===== config.mk =====
export PLATFORM = sky130hd
export DESIGN_NAME = dac_frame_tx
export DESIGN_NICKNAME = d
export VERILOG_FILES = /design/src/rtl/dac_tx_pkg.sv /design/src/rtl/dac_frame_pack.sv /design/src/rtl/dac_clr_release.sv /design/src/rtl/dac_shift_ctrl.sv /design/src/rtl/dac_frame_tx.sv
export SDC_FILE = /design/constraint.sdc
export NUM_CORES = 1
export LEC_CHECK = 0
export BUFFER_PORTS_ARGS = -buffer_cell sky130_fd_sc_hd__buf_2
export CAP_MARGIN = 30
export CORE_MARGIN = 2
export CORE_UTILIZATION = 36
export CTS_CLUSTER_SIZE = 25
export DETAILED_ROUTE_END_ITERATION = 10
export SETUP_SLACK_MARGIN = 0.05
export SLEW_MARGIN = 10
export SYNTH_ARGS = -nofsm -noshare
export SYNTH_HDL_FRONTEND = slang
export SYNTH_SLANG_ARGS = --single-unit

===== constraint.sdc =====
create_clock -name clk -period 2.2 [get_ports clk]
set_clock_uncertainty 0.2 [all_clocks]
set_input_delay 0.22 -clock clk [delete_from_list [all_inputs] [get_ports clk]]
set_output_delay 0.22 -clock clk [all_outputs]
set_load 0.02 [all_outputs]

===== src/rtl/dac_tx_pkg.sv =====
package dac_tx_pkg;

    localparam int unsigned PRE_PAD_W  = 8;
    localparam int unsigned CMD_W      = 4;
    localparam int unsigned POST_PAD_W = 4;
    localparam logic [CMD_W-1:0] CMD_WRITE_UPDATE = 4'b0011;

    typedef enum logic [1:0] {
        ST_IDLE  = 2'd0,
        ST_SHIFT = 2'd1,
        ST_GAP   = 2'd2
    } tx_state_e;

endpackage


===== src/rtl/dac_frame_pack.sv =====
module dac_frame_pack
    import dac_tx_pkg::*;
#(
    parameter int unsigned DATA_W  = 12,
    parameter int unsigned ADDR_W  = 4,
    parameter int unsigned FRAME_W = PRE_PAD_W + CMD_W + ADDR_W + DATA_W + POST_PAD_W
) (
    input  logic [DATA_W-1:0]  data_i,
    input  logic [ADDR_W-1:0]  addr_i,
    output logic [FRAME_W-1:0] frame_o
);

    // Pads are zero so the data line is deterministic outside payload bits.
    always_comb begin
        frame_o = {{PRE_PAD_W{1'b0}}, CMD_WRITE_UPDATE, addr_i, data_i, {POST_PAD_W{1'b0}}};
    end

endmodule


===== src/rtl/dac_clr_release.sv =====
module dac_clr_release (
    input  logic clk,
    input  logic rst_n,
    output logic clr_n_o
);

    logic clr_d;
    logic clr_q;

    always_comb begin
        clr_d = 1'b1;
    end

    always_ff @(posedge clk or negedge rst_n) begin
        if (!rst_n) begin
            clr_q <= 1'b0;
        end else begin
            clr_q <= clr_d;
        end
    end

    assign clr_n_o = clr_q;

endmodule


===== src/rtl/dac_shift_ctrl.sv =====
module dac_shift_ctrl
    import dac_tx_pkg::*;
#(
    parameter int unsigned FRAME_W    = 32,
    parameter int unsigned SCLK_HALF  = 2,
    parameter int unsigned GAP_CYCLES = 2
) (
    input  logic               clk,
    input  logic               rst_n,
    input  logic               load_i,
    input  logic [FRAME_W-1:0] frame_i,
    output logic               ready_o,
    output logic               sclk_o,
    output logic               mosi_o,
    output logic               sel_n_o
);

    localparam int unsigned BIT_W = $clog2(FRAME_W);
    localparam int unsigned DIV_W = $clog2(SCLK_HALF) + 1;
    localparam int unsigned GAP_W = $clog2(GAP_CYCLES) + 1;
    localparam logic [BIT_W-1:0] LAST_BIT = BIT_W'(FRAME_W - 1);
    localparam logic [DIV_W-1:0] DIV_END  = DIV_W'(SCLK_HALF - 1);
    localparam logic [GAP_W-1:0] GAP_END  = GAP_W'(GAP_CYCLES - 1);

    typedef struct packed {
        tx_state_e          st;
        logic [FRAME_W-1:0] sh;
        logic [BIT_W-1:0]   nbit;
        logic [DIV_W-1:0]   div;
        logic [GAP_W-1:0]   gap;
        logic               sclk;
        logic               sel_n;
    } ctrl_s;

    ctrl_s d;
    ctrl_s q;

    always_comb begin
        d = q;
        unique case (q.st)
            ST_IDLE: begin
                if (load_i) begin
                    d.st    = ST_SHIFT;
                    d.sh    = frame_i;
                    d.sel_n = 1'b0;
                    d.sclk  = 1'b0;
                    d.nbit  = '0;
                    d.div   = '0;
                end
            end
            ST_SHIFT: begin
                if (q.div == DIV_END) begin
                    d.div = '0;
                    if (!q.sclk) begin
                        d.sclk = 1'b1;              // converter samples here
                    end else begin
                        d.sclk = 1'b0;              // data moves here
                        if (q.nbit == LAST_BIT) begin
                            d.st    = ST_GAP;
                            d.sel_n = 1'b1;
                            d.gap   = '0;
                            d.sh    = '0;
                        end else begin
                            d.nbit = q.nbit + 1'b1;
                            d.sh   = {q.sh[FRAME_W-2:0], 1'b0};
                        end
                    end
                end else begin
                    d.div = q.div + 1'b1;
                end
            end
            ST_GAP: begin
                if (q.gap == GAP_END) begin
                    d.st = ST_IDLE;
                end else begin
                    d.gap = q.gap + 1'b1;
                end
            end
            default: begin
                d.st = ST_IDLE;
            end
        endcase
    end

    always_ff @(posedge clk or negedge rst_n) begin
        if (!rst_n) begin
            q <= '{st: ST_IDLE, sh: '0, nbit: '0, div: '0, gap: '0,
                   sclk: 1'b0, sel_n: 1'b1};
        end else begin
            q <= d;
        end
    end

    assign ready_o = (q.st == ST_IDLE);
    assign sclk_o  = q.sclk;
    assign mosi_o  = q.sh[FRAME_W-1];
    assign sel_n_o = q.sel_n;

endmodule


===== src/rtl/dac_frame_tx.sv =====
module dac_frame_tx
    import dac_tx_pkg::*;
#(
    parameter int unsigned DATA_W     = 12,
    parameter int unsigned ADDR_W     = 4,
    parameter int unsigned SCLK_HALF  = 2,
    parameter int unsigned GAP_CYCLES = 2
) (
    input  logic              clk,
    input  logic              rst_n,
    input  logic              smp_valid,
    input  logic [DATA_W-1:0] smp_data,
    input  logic [ADDR_W-1:0] smp_chan,
    output logic              smp_ready,
    output logic              sclk,
    output logic              mosi,
    output logic              dac_sel_n,
    output logic              dac_clr_n,
    output logic              flash_sel_n,
    output logic              amp_sel_n,
    output logic              adc_conv,
    output logic              pflash_en_n,
    output logic              pcfg_init_n
);

    localparam int unsigned FRAME_W = PRE_PAD_W + CMD_W + ADDR_W + DATA_W + POST_PAD_W;

    logic [FRAME_W-1:0] frame;
    logic               load;

    assign load = smp_valid && smp_ready;

    dac_frame_pack #(
        .DATA_W (DATA_W),
        .ADDR_W (ADDR_W),
        .FRAME_W(FRAME_W)
    ) u_pack (
        .data_i (smp_data),
        .addr_i (smp_chan),
        .frame_o(frame)
    );

    dac_shift_ctrl #(
        .FRAME_W   (FRAME_W),
        .SCLK_HALF (SCLK_HALF),
        .GAP_CYCLES(GAP_CYCLES)
    ) u_ctrl (
        .clk    (clk),
        .rst_n  (rst_n),
        .load_i (load),
        .frame_i(frame),
        .ready_o(smp_ready),
        .sclk_o (sclk),
        .mosi_o (mosi),
        .sel_n_o(dac_sel_n)
    );

    dac_clr_release u_clr (
        .clk    (clk),
        .rst_n  (rst_n),
        .clr_n_o(dac_clr_n)
    );

    // The block is the only master of the shared bus: keep every other device off it.
    assign flash_sel_n = 1'b1;
    assign amp_sel_n   = 1'b1;
    assign adc_conv    = 1'b0;
    assign pflash_en_n = 1'b1;
    assign pcfg_init_n = 1'b1;

endmodule


Yosys cells after proc, flatten, opt, wreduce, memory -nomap -nowiden. Index checks and enable logic that the tools add are counted.

Register bits after elaboration: 46. Word-level logic and storage cells: 54. Bits of input ports: 19.

Equal/unequal tests: 12. Reduce and logical (&&, ||, !) cells: 11. $add $sub $neg: 3. Mux-type cells: 20.

Operator list (count): 39-bit 2-to-1 mux (2); 39-bit case mux with 2 select lines (1); 41-bit 2-to-1 mux (1); 32-bit 2-to-1 mux (1); 5-bit AND reduction (4); 2-bit 2-to-1 mux (7); 2-bit by 1-bit != test with 1-bit output (second input constant) (5); 2-bit case mux with 2 select lines (2); 2-bit by 1-bit equality test with 1-bit output (second input constant) (3); 2-bit case mux with 3 select lines (1); 5-bit by 1-bit adder with 5-bit output (second input constant) (1); 5-bit equality test (second input constant) (1); 5-bit 2-to-1 mux (1); 2-bit by 1-bit adder with 2-bit output (second input constant) (2); 4-bit 2-to-1 mux (1); 2-bit != test (second input constant) (2); 4-bit AND reduction (1); 2-bit nonzero test (2); 1-bit 2-to-1 mux (3); 3-bit AND reduction (1); 2-bit equality test (second input constant) (1); 2-bit logical NOT (1); 2-bit AND reduction (1); 1-bit logical AND (1).

Depth between registers and ports, before layout. Gate-level depths: netlist of the first run.

Depth in word-level cells: 5. Gate-level depth with buffers: 7. Gate-level depth less buffers: 6.

Hierarchy. Synthesis of the first run repeated with hierarchy kept, for this count alone.

Cells, all modules: 290. Area, all modules: 2600.0 µm².

By module, submodules not included: dac_shift_ctrl (instances 1, area each 2272.2 µm², cells an instance 246, sequential area each 1127.3 µm²); dac_frame_pack (instances 1, area each 247.7 µm², cells an instance 34, sequential area each 0.0 µm²); dac_frame_tx (instances 1, area each 51.3 µm², cells an instance 8, sequential area each 0.0 µm²); dac_clr_release (instances 1, area each 28.8 µm², cells an instance 2, sequential area each 25.0 µm²).

Least setup slack after synthesis of the first run. Ideal clock, no wire load.

Path type: register -> register. Start point: register u_ctrl.q[6] (netlist bit). End point: register u_ctrl.q[10] (netlist bit). Stages on the path, launching flop included: 7. Arrival time: 1.683 ns. Data required time: 1.880 ns. Setup slack: 0.197 ns. Buffers on the path: 0. Cells stage by stage: dfrtp_1 -> ha_1 -> and3_1 -> ha_1 -> nor3b_1 -> nand2_1 -> a31o_2.

Cells in the longest elaborated chain, start to end: 5. Elaborated cells on any way between the ends: 8. Those cells by class: add/sub: 1; eq/ne: 2; mux: 4; reduce/logical: 1.

Ends and longest elaborated chain: from (decl) (RTL line dac_shift_ctrl.sv:36) `ctrl_s q;`; from (signal assigned) (RTL line dac_shift_ctrl.sv:87) `q <= '{st: ST_IDLE, sh: '0, nbit: '0, div: '0, gap: '0,`; 5-bit by 1-bit adder with 5-bit output (RTL line dac_shift_ctrl.sv:64) `d.nbit = q.nbit + 1'b1;`; 5-bit 2-to-1 mux (RTL line dac_shift_ctrl.sv:58) `if (q.nbit == LAST_BIT) begin`; 39-bit 2-to-1 mux (RTL line dac_shift_ctrl.sv:54) `if (!q.sclk) begin`; 39-bit 2-to-1 mux (RTL line dac_shift_ctrl.sv:52) `if (q.div == DIV_END) begin`; 39-bit case mux with 2 select lines (RTL line dac_shift_ctrl.sv:40) `unique case (q.st)`.

Parallel ways exist; a longest one is shown, timed or not. The select of a mux whose other input is x is not followed. A chain may end at the register's enable or synchronous reset.

Final worst setup path of the first run. Ends and elaborated chain as after synthesis.

==> results of run 1 <==
[through the flow]
| stage | util [%] | cell area, µm² | total power, W | hold slack [ns] |
|---|---|---|---|---|
| after floorplan | - | 2280 | 0.00195 | -0.276 |
| after global placement | 41.5 | 2480 | 0.00215 | 0.0124 |
| after detailed placement | 41.5 | 2480 | 0.00217 | 0.0164 |
| after CTS | 43.5 | 2610 | 0.00270 | 0.00588 |
| after global routing | 43.8 | 2620 | 0.00289 | 0.0228 |
| final | 43.8 | 2620 | 0.00267 | 0.00720 |
[routing by layer]
metal  wire (µm)  up-vias  global-route usage (%)  part of all wire [%]
met4          85        0                    5.81                   2.0
met1        2080      748                    18.9                    49
met3         143        7                    3.28                   3.4
met2        1930       24                    20.8                    46
met5           0        -                       0                     0
li1            -      786                       -                     -
[cell usage in the layout (no fill, tap or decap), types with 3 or more instances in the layout]
cell type,instances
nor4bb_1,3
nor2_1,4
ha_1,3
and4bb_2,10
o21ai_0,4
buf_2,23
inv_1,28
nand3_1,3
and3_1,3
nor2b_1,4
clkbuf_8,6
buf_4,12
or3b_1,3
mux2i_1,25
nand2_1,17
a21oi_1,17
dlygate4sd3_1,3
conb_1,6
dfrtp_1,41
mux2_2,4
[layout make-up]
| cell class | instances | area, µm² |
|---|---|---|
| flip-flops and latches | 42 | 1050 |
| clock inverters | 1 | 5.00 |
| multi-input cells | 130 | 1000 |
| fillers | 606 | 3370 |
| repair buffers | 40 | 275 |
| inverters | 28 | 105 |
| clock buffers | 7 | 86.3 |
| well taps | 75 | 93.8 |
[report_power, final]
part / switching (W) / internal, W / leakage [nW]
registers: 0.000143 / 0.00101 / 0.552
logic: 0.000484 / 0.000509 / 0.626
clock network: 0.000266 / 0.000253 / 0.0482
[state kept, by name (all words and copies together), names as in the netlist]
signal          count
u_ctrl.q           38
u_ctrl.sel_n_o      1
u_clr.clr_n_o       1
u_ctrl.sclk_o       1
u_ctrl.mosi_o       1
[kinds of logic after synthesis]
kind of cell / count (synthesis)
flip-flops: 42
AND/OR/NAND/NOR: 58
XOR/XNOR: 1
buffers and inverters: 47
other: 2
AO/OA/AOI/OAI: 32
adder cells (fa/ha/maj): 4
multiplexers: 29
[worst paths after layout]
path,end,cells after the start
setup / recovery,u_ctrl.q[10],7
hold / removal,u_ctrl.q[15],3
setup reg to reg,u_ctrl.q[10],7
hold reg to reg,u_ctrl.sel_n_o,2
max in group asynchronous,u_ctrl.sel_n_o,3
min in group asynchronous,u_clr.clr_n_o,3
[Yosys cell counts (7+ instances only)]
cell and n:
nand2_1 17, inv_1 28, buf_4 7, dfrtp_1 41, and4bb_2 10, mux2i_1 25
a21oi_1 17
[worst max-delay path, cell delays in order (launching register included)]
cell and delay, ns:
dfrtp_1 0.41, ha_1 0.23, and3_1 0.21, ha_2 0.21, nor3b_1 0.20, buf_4 0.16
nand2_1 0.06, a31o_2 0.25
[what timing repair did]
action,CTS,global route
endpoints found under the setup margin,0,13
gates resized for setup,0,2
buffers inserted,0,1
hold endpoints to repair,44,0
hold buffers,3,0
==> flow_summary_export.csv, run 1 <==
group,metric,value,unit
floorplan,core,5990,µm²
drt,drc,0,
clock_network,cts_max_path_buffers,2,
sta,slew_viol_final,0,
final_layout,antenna_cells,0,
critical_path,cp-end-kind,"flip-flop",
power,p_leak,1.23,nW
placement,post-place-ws,0.160,ns
yosys,synth_top_family_by_area,"simple AND/OR/NAND/NOR gates",
floorplan,die_w,83.3,µm
sta,fmax,491,MHz
clock_network,cts_made_buffers,5,
yosys,synth-xor-area-share,0.387,%
critical_path,cp-startpoint,"u_ctrl.q[6]",
global_route,grt_use_total,13.8,%
yosys,synth_adder_area_share,2.21,%
clock_network,htreeDepth,2,
drt,drt_iter0_markers,63,
yosys,async_flop_share,100,%
sta,period_minus_slack,2.04,ns
final_layout,drive_gt1_share,26.2,%
sta,setup_violations,0,
floorplan,die_h,83.3,µm
yosys,syn_avg_cell_area,10.5,µm²
global_route,gr-total-overflow,0,
yosys,synthDominantCellAreaShare,45.4,%
drt,drt.antenna.violating_nets,0,
placement,portBuffers,23,
floorplan,die_area,6930,µm²
placement,dp.cells,311,
critical_path,cp.required,2.19,ns
critical_path,crit_type,"flip-flop to flip-flop",
clock_network,insertion_delay,0.30,ns
yosys,syn_area,2260,µm²
hold_path,hold_start,"smp_valid",
floorplan,initial_core_util,37.7,%
critical_path,worstReg2RegStart,"u_ctrl.q[6]",
placement,routabilityCongestion,0.724,
yosys,yosys_warnings,0,
power,pwr_density_cell,1020,nW/µm²
yosys,synth-compound-area-share,8.63,%
clock_network,cts_sinks,42,
hold_path,hold_path.class,"primary input to flip-flop",
floorplan,placement_rows,28,
power,vdd_drop_max,0.428,mV
yosys,synth_mux_area_share,13.1,%
final_layout,final_cells,323,
sta,rsz0062_at_grt,"false",
yosys,netlist_instances,215,
global_route,grt_start_max_net_pins,43,
drt,wl,4250,µm
clock_network,clkTransAtPathRegs,0.08,ns
sta,fin_crit_sh,92.6,%
drt,drt_first_pass_iters,4,
critical_path,worstSetupStartpointType,"flip-flop",
final_layout,fin_nets,270,
yosys,synth_area_leader_cell,"dfrtp_1",
run_status,status,"finished, final reports clean",
final_layout,syn2layout_area_growth,16.0,%
critical_path,crit_fanout,6,
global_route,grt_pass1_wl,7750,µm
critical_path,r2r_slack,0.16,ns
sta,worst_slack,0.164,ns
clock_network,cts_tree,"yes",
yosys,synth_edf_count,0,
global_route,grt_pass1_vias,1630,
critical_path,critical_path_arrival,2.02,ns
drt,wire_per_inst,13.1,µm
floorplan,pin_count,29,
yosys,synth_cell_types,39,
job,cap_viol_max_count,0,
global_route,antenna_found_initial,0,
sta,hold_viol_final,0,
drt,vias,1565,
yosys,synth_area_leaders,"dfrtp_1 (45%), mux2i_1 (11%), and4bb_2 (5.5%)",
yosys,synth-main-ff-cell,"dfrtp_1",
sta,tns,0,ns
yosys,synth_seq_cells,42,
clock_network,cts_root_buffer,"clkbuf_8",
drt,routed_via_density,4.85,
yosys,yosys.area_share.simple,18.4,%
yosys,ys_seq_area_share,46.5,%
placement,hpwl,2820,µm
Note: power is estimated with default switching activity, not from simulation.
==> run 2: changes to the inputs <==
- CTS_BUF_LIST: not set -> sky130_fd_sc_hd__clkbuf_16
==> flow_summary_export.csv, run 2 (synthesis results as in run 1) <==
group,metric,value,unit
global_route,grt_pass1_vias,1610,
final_layout,antenna_cells,0,
sta,setup_violations,0,
floorplan,die_h,83.3,µm
final_layout,fillers,593,
critical_path,cp.required,2.17,ns
final_layout,drive_gt1_share,25.9,%
run_status,status,"finished, final reports clean",
critical_path,cp-end-kind,"flip-flop",
final_layout,syn2layout_area_growth,17.6,%
power,share_seq_of_total_power,40.8,%
sta,fin_crit_sh,91.7,%
drt,wl,4170,µm
job,cap_viol_max_count,0,
critical_path,crit_fanout,6,
floorplan,die_w,83.3,µm
final_layout,final_cell_mix,"dfrtp_1 (41), inv_1 (29), mux2i_1 (25)",
power,p_int,0.00193,W
clock_network,clkTransAtPathRegs,0.06,ns
drt,wl_met2,1870,µm
floorplan,die_area,6930,µm²
sta,whs,0.0234,ns
final_layout,multi_input_area,1000,µm²
clock_network,cts_tree,"yes",
clock_network,cts_max_path_buffers,2,
clock_network,insertion_delay,0.28,ns
global_route,grt_pass1_wl,7590,µm
power,combPwrFrac,34.9,%
power,p_leak,1.25,nW
sta,slew_viol_final,0,
power,swShare,31.9,%
critical_path,crit_type,"flip-flop to flip-flop",
floorplan,pin_count,29,
sta,hold_viol_final,0,
critical_path,worstSetupStartpointType,"flip-flop",
clock_network,cts_sinks,42,
placement,routabilityCongestion,0.724,
global_route,gr-total-overflow,0,
global_route,grt_start_max_net_pins,43,
drt,wl_met3,142,µm
drt,vias,1544,
clock_network,cts_root_buffer,"clkbuf_16",
power,clockPowerShare,24.3,%
floorplan,initial_core_util,37.7,%
clock_network,htreeDepth,2,
placement,hpwl,2820,µm
sta,fmax,495,MHz
drt,wirelength_met1,2090,µm
placement,portBuffers,23,
drt,drc,0,
power,vdd_drop_max,0.443,mV
floorplan,core,5990,µm²
drt,wire_per_inst,13.0,µm
sta,period_minus_slack,2.02,ns
floorplan,placement_rows,28,
global_route,grt_use_total,13.5,%
power,pwr_density_cell,1070,nW/µm²
drt,drt_iter0_markers,77,
final_layout,final_common_cell,"dfrtp_1",
sta,rsz0062_at_grt,"false",
drt,drt_first_pass_iters,4,
power,p_switching,0.000904,W
final_layout,fin_nets,269,
critical_path,critical_path_arrival,1.98,ns
final_layout,largest_register,"u_ctrl.q",
drt,routed_via_density,4.80,
drt,drt.antenna.violating_nets,0,
sta,tns,0,ns
global_route,antenna_found_initial,0,
drt,highest_layer,"met4",
final_layout,largest_reg_flops,38,
final_layout,layout.area.seq,1050,µm²
hold_path,hold_path.class,"primary input to flip-flop",
clock_network,cts_made_buffers,5,
[run 2: power groups by stage]
stage               clock network [W]  logic, W  registers, W
detailed placement                  0  0.000999       0.00117
finish                       0.000690  0.000990       0.00116
global placement                    0  0.000982       0.00116
global route                 0.000742   0.00113       0.00119
floorplan                           0  0.000779       0.00117
CTS                          0.000709   0.00101       0.00116
[run 2: layer usage]
layer  track usage (%)  up-vias
met5                 0        -
met4              5.37        0
met3              3.58        4
met2              20.1       21
met1              18.6      737
li1                  -      782
[run 2: final cells by class]
| class | instances | area share (%) |
|---|---|---|
| clock inverter | 3 | 0.471 |
| sequential | 42 | 39.6 |
| inverter | 28 | 3.95 |
| clock buffer | 5 | 4.71 |
| timing repair buffer | 39 | 9.98 |
| multi-input combinational | 130 | 37.8 |
| tap | 75 | 3.53 |
[run 2: metrics by stage]
| step | cells | utilization (%) | worst slack (ns) | area [µm²] | total power [W] |
|---|---|---|---|---|---|
| 2_1_floorplan | 219 | - | 0.197 | 2280 | 0.00195 |
| 3_3_place_gp | 311 | 41.5 | 0.168 | 2480 | 0.00215 |
| 3_5_place_dp | 311 | 41.5 | 0.160 | 2480 | 0.00217 |
| 4_1_cts | 321 | 44.1 | 0.132 | 2640 | 0.00287 |
| 5_1_grt | 322 | 44.4 | 0.0712 | 2660 | 0.00306 |
| 6_report | 322 | 44.4 | 0.182 | 2660 | 0.00284 |
[run 2: worst max-delay path: stages (launching register included)]
cell     delay [ns]
dfrtp_1        0.40
ha_1           0.22
and3_1         0.20
ha_2           0.21
nor3b_1        0.20
buf_4          0.16
nand2_1        0.06
a31o_2         0.25
[run 2: what timing repair did]
| item | CTS | global route |
|---|---|---|
| hold buffers | 2 | 0 |
| resized for setup | 0 | 2 |
| endpoints found under the setup margin | 0 | 9 |
| hold endpoints to repair | 43 | 0 |
| buffers inserted | 0 | 1 |
[run 2: worst paths after layout]
kind | from | end | slack [ns] | cells after the start
worst max-delay path | u_ctrl.q[6] | u_ctrl.q[10] | 0.18 | 7
worst min-delay path | smp_chan[0] | u_ctrl.q[27] | 0.02 | 3
worst max register to register | u_ctrl.q[6] | u_ctrl.q[10] | 0.18 | 7
worst min register to register | u_ctrl.sel_n_o | u_ctrl.sel_n_o | 0.26 | 2
max in group asynchronous | rst_n | u_ctrl.sel_n_o | 1.29 | 3
min in group asynchronous | rst_n | u_clr.clr_n_o | 0.25 | 3
==> run 3: changes to the inputs <==
- PLACE_DENSITY_LB_ADDON: not set -> 0.05
==> flow_summary_export.csv, run 3 (synthesis results as in run 1) <==
group,metric,value,unit
run_status,status,"finished, final reports clean",
sta,tightest_slew,0.549,ns
drt,drt_first_pass_iters,4,
sta,setup_violations,0,
power,swShare,32.3,%
floorplan,die_w,83.3,µm
drt,drt_iter0_markers,89,
final_layout,final_cell_area,2600,µm²
global_route,grt_start_max_net_pins,43,
critical_path,r2r_slack,0.14,ns
critical_path,cp-startpoint,"u_ctrl.q[6]",
global_route,grt_pass1_vias,1566,
placement,post-place-ws,0.0249,ns
drt,vias,1582,
power,vdd_drop_max,0.362,mV
critical_path,cp-end-kind,"flip-flop",
clock_network,clkTransAtPathRegs,0.06,ns
sta,rsz0062_at_grt,"true",
sta,maxSlewHeadroom,63.4,%
floorplan,placement_rows,28,
critical_path,crit_fanout,19,
sta,fmax,486,MHz
hold_path,hold_path.class,"primary input to flip-flop",
drt,routed_via_density,4.96,
global_route,antenna_found_initial,0,
power,share_seq_of_total_power,41.0,%
sta,fin_crit_sh,93.6,%
power,p_leak,1.22,nW
placement,portBuffers,23,
clock_network,htreeDepth,2,
critical_path,worstReg2RegStart,"u_ctrl.q[6]",
critical_path,crit_type,"flip-flop to flip-flop",
power,pwr_density_cell,1090,nW/µm²
drt,wl,4410,µm
sta,period_minus_slack,2.06,ns
floorplan,die_h,83.3,µm
critical_path,worstSetupStartpointType,"flip-flop",
final_layout,fin_nets,266,
global_route,grt_use_total,13.8,%
power,p_switching,0.000916,W
clock_network,cts_max_path_buffers,2,
power,p_int,0.00192,W
critical_path,worstRegToRegCells,7,
clock_network,cts_tree,"yes",
placement,routabilityCongestion,0.794,
final_layout,largest_register,"u_ctrl.q",
sta,tns,0,ns
final_layout,largest_reg_flops,38,
floorplan,initial_core_util,37.7,%
placement,hpwl,3000,µm
job,cap_viol_max_count,0,
floorplan,core,5990,µm²
final_layout,drive_gt1_share,24.6,%
clock_network,cts_sinks,42,
floorplan,die_area,6930,µm²
global_route,gr-total-overflow,0,
drt,drt.antenna.violating_nets,0,
critical_path,critical_path_arrival,2.06,ns
final_layout,syn2layout_area_growth,15.2,%
clock_network,cts_made_buffers,5,
critical_path,timing.rr.end,"u_ctrl.q[16]",
clock_network,insertion_delay,0.28,ns
power,combPwrFrac,34.9,%
clock_network,cts_root_buffer,"clkbuf_16",
sta,slew_viol_final,0,
sta,hold_viol_final,0,
final_layout,antenna_cells,0,
floorplan,pin_count,29,
drt,wire_per_inst,13.8,µm
sta,worst_slack,0.141,ns
global_route,grt_pass1_wl,7710,µm
critical_path,timing.critical_path.to,"u_ctrl.q[16]",
drt,drc,0,
placement,placed_area,2440,µm²
sta,whs,0.0130,ns
final_layout,final_common_cell,"dfrtp_1",
placement,dp.cells,309,
final_layout,final_cell_mix,"dfrtp_1 (41), inv_1 (28), mux2i_1 (25)",
critical_path,cp.required,2.21,ns
final_layout,final_cells,319,
power,clockPowerShare,24.1,%
run 3: changes by cell type in the layout (fill, tap and decap cells not counted):
| cell | previous run | this run |
|---|---|---|
| clkinv_1 | 1 | 3 |
| nor4bb_1 | 3 | 4 |
| ha_2 | 1 | 0 |
| nor3b_2 | 0 | 1 |
| nor3b_1 | 1 | 0 |
| buf_12 | 2 | 0 |
| dlygate4sd3_1 | 2 | 1 |
| inv_1 | 29 | 28 |
| clkinv_2 | 1 | 0 |
| ha_1 | 3 | 4 |
| nor4bb_2 | 1 | 0 |
run 3: power by group through the flow:
stage	logic (W)	registers (W)	clock network, W
6_report	0.000991	0.00116	0.000684
5_1_grt	0.00111	0.00120	0.000746
2_1_floorplan	0.000779	0.00117	0
4_1_cts	0.00101	0.00116	0.000707
3_3_place_gp	0.000960	0.00116	0
3_5_place_dp	0.00100	0.00118	0
run 3: metrics by stage:
stage	util [%]	power [W]
6_report	43.5	0.00284
5_1_grt	43.5	0.00306
3_3_place_gp	40.8	0.00212
4_1_cts	43.3	0.00288
2_1_floorplan	-	0.00195
3_5_place_dp	40.8	0.00218
run 3: per-layer routing:
metal	share of wire, %	wire length, µm	GRT usage, %
met4	1.5	66	5.37
met5	0	0	0
met1	46	2050	18.1
met3	3.5	153	3.38
met2	49	2140	21.9
run 3: repair_timing:
action | 4_1_cts | 5_1_grt
gates resized for setup | 1 | 0
pin swaps | 0 | 1
setup buffers | 0 | 1
setup endpoints to repair | 2 | 3
hold buffers | 1 | 0
hold endpoints to repair | 41 | 0
run 3: critical path: stages (launching register included):
cell      delay, ns
dfrtp_1        0.41
ha_1           0.22
and3_1         0.20
ha_1           0.22
buf_4          0.21
nor4bb_1       0.32
a21oi_1        0.07
mux2i_1        0.14
run 3: cell type report:
type,instances,area [µm²]
tap,75,93.8
fill,577,3390
multi-input combinational,130,1000
inverter,28,105
clock inverter,3,11.3
sequential,42,1050
clock buffer,5,125
timing repair buffer,36,215
run 3: worst min-delay path by stage:
stage,startpoint,endpoint,cells past startpoint
6_report,smp_data[0],u_ctrl.q[15],3
5_1_grt,smp_data[2],u_ctrl.q[17],3
4_1_cts,smp_data[0],u_ctrl.q[15],3
3_5_place_dp,rst_n,u_ctrl.q[3],2
3_3_place_gp,rst_n,u_ctrl.q[2],2
2_1_floorplan,rst_n,u_clr.clr_n_o,0
